--- src/rtl/pc_page_pkg.sv ---
package pc_page_pkg;
  localparam int PC_W      = 13;
  localparam int BYTE_W    = 8;
  localparam int OPF_W     = 11;
  localparam int STK_DEPTH = 8;
  localparam int IRQ_VEC   = 4;

  typedef enum logic [2:0] {
    CF_STEP = 3'd0,
    CF_GOTO = 3'd1,
    CF_CALL = 3'd2,
    CF_RET  = 3'd3,
    CF_PCLW = 3'd4
  } cf_op_e;
endpackage

--- src/rtl/pc_page_latch.sv ---
module pc_page_latch #(
  parameter int LW = 5,
  parameter int DW = 8
) (
  input  logic          clk,
  input  logic          rst,
  input  logic          wr_en,
  input  logic [DW-1:0] wr_data,
  output logic [LW-1:0] q,
  output logic [DW-1:0] rd
);
  always_ff @(posedge clk) begin
    if (rst)        q <= '0;
    else if (wr_en) q <= wr_data[LW-1:0];
  end

  assign rd = {{(DW-LW){1'b0}}, q};
endmodule

--- src/rtl/pc_ret_stack.sv ---
module pc_ret_stack #(
  parameter int AW    = 13,
  parameter int DEPTH = 8
) (
  input  logic          clk,
  input  logic          rst,
  input  logic          push,
  input  logic          pop,
  input  logic [AW-1:0] push_val,
  output logic [AW-1:0] top
);
  localparam int PW = (DEPTH > 1) ? $clog2(DEPTH) : 1;
  localparam logic [PW-1:0] LAST = PW'(DEPTH - 1);

  logic [AW-1:0] mem [DEPTH];
  logic [PW-1:0] sp;
  logic [PW-1:0] sp_inc, sp_dec;

  assign sp_inc = (sp == LAST) ? '0 : sp + PW'(1);
  assign sp_dec = (sp == '0) ? LAST : sp - PW'(1);

  always_ff @(posedge clk) begin
    if (push && !rst) mem[sp] <= push_val;
  end

  always_ff @(posedge clk) begin
    if (rst)       sp <= '0;
    else if (push) sp <= sp_inc;
    else if (pop)  sp <= sp_dec;
  end

  assign top = mem[sp_dec];
endmodule

--- src/rtl/pc_next_sel.sv ---
module pc_next_sel
  import pc_page_pkg::*;
#(
  parameter int AW  = 13,
  parameter int DW  = 8,
  parameter int OW  = 11,
  parameter int VEC = 4
) (
  input  logic [AW-1:0]    pc,
  input  logic             irq,
  input  logic [2:0]       op,
  input  logic [OW-1:0]    op_addr,
  input  logic [DW-1:0]    pcl_data,
  input  logic [AW-DW-1:0] page,
  input  logic [AW-1:0]    stk_top,
  output logic [AW-1:0]    nxt_pc,
  output logic             push,
  output logic             pop,
  output logic [AW-1:0]    push_val,
  output logic             redirect
);
  localparam int LW = AW - DW;
  localparam int HW = AW - OW;

  logic [AW-1:0] seq_pc;
  logic [AW-1:0] abs_tgt;

  assign seq_pc  = pc + AW'(1);
  assign abs_tgt = {page[LW-1 -: HW], op_addr};

  always_comb begin
    nxt_pc   = seq_pc;
    push     = 1'b0;
    pop      = 1'b0;
    push_val = pc;
    redirect = 1'b0;
    if (irq) begin
      nxt_pc   = AW'(VEC);
      push     = 1'b1;
      push_val = pc;
      redirect = 1'b1;
    end else begin
      case (op)
        CF_GOTO: begin
          nxt_pc   = abs_tgt;
          redirect = 1'b1;
        end
        CF_CALL: begin
          nxt_pc   = abs_tgt;
          push     = 1'b1;
          push_val = seq_pc;
          redirect = 1'b1;
        end
        CF_RET: begin
          nxt_pc   = stk_top;
          pop      = 1'b1;
          redirect = 1'b1;
        end
        CF_PCLW: begin
          nxt_pc   = {page, pcl_data};
          redirect = 1'b1;
        end
        default: ;
      endcase
    end
  end
endmodule

--- src/rtl/pc_page_unit.sv ---
module pc_page_unit
  import pc_page_pkg::*;
#(
  parameter int AW    = PC_W,
  parameter int DW    = BYTE_W,
  parameter int OW    = OPF_W,
  parameter int DEPTH = STK_DEPTH,
  parameter int VEC   = IRQ_VEC
) (
  input  logic          clk,
  input  logic          rst,
  input  logic          irq_take,
  input  logic [2:0]    cf_op,
  input  logic [OW-1:0] op_addr,
  input  logic [DW-1:0] pcl_wr_data,
  input  logic          page_wr_en,
  input  logic [DW-1:0] page_wr_data,
  output logic [AW-1:0] pc_out,
  output logic [DW-1:0] pcl_rd,
  output logic [DW-1:0] page_rd,
  output logic          flush
);
  localparam int LW = AW - DW;

  logic [AW-1:0] pc_q;
  logic [LW-1:0] page_q;
  logic [AW-1:0] nxt_pc, push_val, stk_top;
  logic          push, pop, redirect;

  pc_page_latch #(.LW(LW), .DW(DW)) u_latch (
    .clk(clk), .rst(rst), .wr_en(page_wr_en), .wr_data(page_wr_data),
    .q(page_q), .rd(page_rd)
  );

  pc_next_sel #(.AW(AW), .DW(DW), .OW(OW), .VEC(VEC)) u_sel (
    .pc(pc_q), .irq(irq_take), .op(cf_op), .op_addr(op_addr),
    .pcl_data(pcl_wr_data), .page(page_q), .stk_top(stk_top),
    .nxt_pc(nxt_pc), .push(push), .pop(pop), .push_val(push_val),
    .redirect(redirect)
  );

  pc_ret_stack #(.AW(AW), .DEPTH(DEPTH)) u_stack (
    .clk(clk), .rst(rst), .push(push), .pop(pop),
    .push_val(push_val), .top(stk_top)
  );

  always_ff @(posedge clk) begin
    if (rst) begin
      pc_q  <= '0;
      flush <= 1'b0;
    end else begin
      pc_q  <= nxt_pc;
      flush <= redirect;
    end
  end

  assign pc_out = pc_q;
  assign pcl_rd = pc_q[DW-1:0];
endmodule

--- config.mk ---
export PLATFORM = sky130hd
export DESIGN_NAME = pc_page_unit
export DESIGN_NICKNAME = d
export VERILOG_FILES = /design/src/rtl/pc_page_pkg.sv /design/src/rtl/pc_page_latch.sv /design/src/rtl/pc_ret_stack.sv /design/src/rtl/pc_next_sel.sv /design/src/rtl/pc_page_unit.sv
export SDC_FILE = /design/constraint.sdc
export NUM_CORES = 1
export LEC_CHECK = 0
export BUFFER_PORTS_ARGS = -buffer_cell sky130_fd_sc_hd__buf_2
export CORE_MARGIN = 2
export CORE_UTILIZATION = 30
export CTS_CLUSTER_DIAMETER = 150
export DETAILED_ROUTE_END_ITERATION = 7
export GPL_TIMING_DRIVEN = 1
export SLEW_MARGIN = 20
export SYNTH_ARGS = -nofsm -noshare
export SYNTH_HDL_FRONTEND = slang
export SYNTH_SLANG_ARGS = --single-unit
--- constraint.sdc ---
create_clock -name clk -period 3.5 [get_ports clk]
set_input_delay 0 -clock clk [delete_from_list [all_inputs] [get_ports clk]]
set_output_delay 0 -clock clk [all_outputs]
set_load 0.01 [all_outputs]
==> summary.txt <==
status - finished, final reports clean
Initial Util - 0.303
Slew @ Worst Pin - 0.994 ns
share of the synthesized area in the top cell type - 0.534
Placed Area - 6390 um2
Tmin final - 2.91 ns
final total negative setup slack - 0 ns
CTS buffer count - 17
leak pwr - 2.71 nW
Vias - 3,891
Bufs on Longest Clock Path - 2
MaxCap Viol Count - 0
Tot GR Track Use - 0.149
RSZ-0062 raised after global routing - false
DRC viols - 0
n_diodes - 0
Ports - 64
critical path type - flop to flop
Crit-path slowest cell - mux4_2
clk_lat worst skew - 0.42 ns
fin util - 0.376
DR pass1 iterations - 5
core area - 19,300 um2
prevailing post-synth register cell - edfxtp_1
# rows - 51
dpl hpwl - 9.63 mm
Inst Count DP - 746
PwrDens - 578 nW/um2
CP Capture Type - flop
Ys Warns - 0
most frequent cells in the layout - edfxtp_1, buf_2, mux2i_1
CTS tree - done
die area - 20,600 um2
CP max FO - 13
Top cell by count, worst path - ha_1
RePlAce Congestion - 0.828
asr flop ratio synth - 0
CP Cell Sequence - inv_1 -> ha_1 -> ha_1 -> buf_4 -> and2b_1 -> mux4_2 -> nor2_1 -> o31a_1 -> dlygate4sd3_1
buffers added on ports - 57
vias in the first global route - 3,839
syn_area_per_cell - 13.2 um2
final setup vio count - 0
sequential cell area fraction in the yosys report - 0.610
Hold Fails Final Rpt - 0
Worst EP required - 3.86 ns
Crit path max-delay family - buffers and inverters
peak supply drop - 0.294 mV
Area Overhead vs Synth - 24.0%
Worst-path clk slew - 0.06 ns
post-route ant nets - 0
Mapped Area - 5840 um2
post-synth cell types - 57
fin crit share - 0.830
EDFF count, synth - 104
Congestion Overflow GR - 0
crit start category - flop
CP arrival - 3.27 ns
antenna violations before repair - 0
Cell Count, Final, Fillers Out - 797
Max Clock Freq - 344 MHz
CP bufs+invs - 3
finished layout cell area - 7250 um2
cell taking the most area after synthesis - edfxtp_1
CTS Sinks - 126
slew margin rel. - 0.332
#FFs+latches synth - 126
worst clock skew - 0.00609 ns
nets@finish - 558
die width - 144 um
layout cells sized above 1 - 0.229
largest net degree at the start of global routing - 41
H-Tree Depth - 4
drt total wl - 14.6 mm
clock root cell - clkbuf_16
commonest non-fill, non-tap cell in the layout - edfxtp_1
Slew Viols, Final - 0
wire per inst - 18.3 um
dominant cells by area after synthesis - edfxtp_1, mux2i_1, dfxtp_1
DRT iter0 DRCs - 265
Cells after Synth - 442
crit-path max cell delay - 0.55 ns
first-pass GRT wire length - 22.2 mm
Min Hold Slack - 0.0206 ns
Die H - 144 um
DR vias/cell - 4.88
Min-Delay Path Class - primary input to flop
==> registers in the layout, indices dropped and copies added (netlist names) <==
| register | flops |
|---|---|
| u_stack.sp | 3 |
| flush | 1 |
| u_stack.mem | 104 |
| u_latch.q | 5 |
| pc_out | 13 |
==> Yosys cell counts (all sizes together) (9+ instances only) <==
cell,n
buf,23
inv,9
nand2,20
clkbuf,14
nor2,33
a21oi,17
mux2i,47
nand2b,9
dfxtp,22
edfxtp,104
nand3,9
o22ai,12
xnor2,16
==> routing by layer <==
layer	GRT usage	share of wire	vias up
li1	-	-	1818
met1	0.199	0.46	1900
met2	0.230	0.46	148
met3	0.0357	0.067	25
met4	0.0676	0.022	0
met5	0	0	-
==> worst reg2reg max path, stage by stage, from the launching register on <==
cell           delay [ns]
dfxtp_1              0.46
inv_1                0.10
ha_1                 0.19
ha_1                 0.20
buf_4                0.18
and2b_1              0.40
mux4_2               0.55
nor2_1               0.10
o31a_1               0.12
dlygate4sd3_1        0.53
==> where the power goes <==
| group | switching [mW] | leakage, nW | internal [mW] |
|---|---|---|---|
| Sequential | 0.0395 | 1.15 | 1.67 |
| Combinational | 0.276 | 1.23 | 0.216 |
| Clock | 0.615 | 0.334 | 1.37 |
| Total | 0.931 | 2.71 | 3.26 |
==> per-stage QoR <==
stage,setup WS [ns],power (mW)
floorplan,0.734,2.08
global placement,0.769,2.21
detailed placement,0.773,2.22
CTS,0.594,4.22
global route,0.400,4.33
finish,0.593,4.19
==> layout make-up <==
cell class	count	area, um2
Fill cell	1835	12000
Inverter	9	33.8
Tap cell	265	332
Clock inverter	12	214
Sequential cell	126	3560
Multi-Input combinational cell	272	2040
Timing Repair Buffer	93	603
Clock buffer	20	457
==> cells by family after synthesis <==
logic type | Yosys count | synth area share
multiplexers | 57 | 0.115
XOR/XNOR | 24 | 0.0360
flip-flops | 126 | 0.610
AO/OA/AOI/OAI | 75 | 0.0891
buffers and inverters | 46 | 0.0435
AND/OR/NAND/NOR | 103 | 0.0867
adder cells (fa/ha/maj) | 10 | 0.0193
other | 1 | 0.000642
==> path summary, 6_finish.rpt <==
path | from | end | slack [ns] | cells after the start
worst max register to register | u_stack.sp[1]$_SDFFE_PP0P_ | pc_out[2]$_SDFF_PP0_ | 0.59 | 9
worst max-delay path | u_stack.sp[1]$_SDFFE_PP0P_ | pc_out[2]$_SDFF_PP0_ | 0.59 | 9
worst min register to register | u_stack.sp[1]$_SDFFE_PP0P_ | u_stack.sp[1]$_SDFFE_PP0P_ | 0.61 | 2
worst min-delay path | pcl_wr_data[1] | pc_out[1]$_SDFF_PP0_ | 0.02 | 4
==> repair_timing <==
item	4_1_cts	5_1_grt
hold endpoints to repair	11	0
gates resized for setup	0	0
buffers inserted	0	0
hold buffers	19	0
Power figures use the tool's default switching activity.
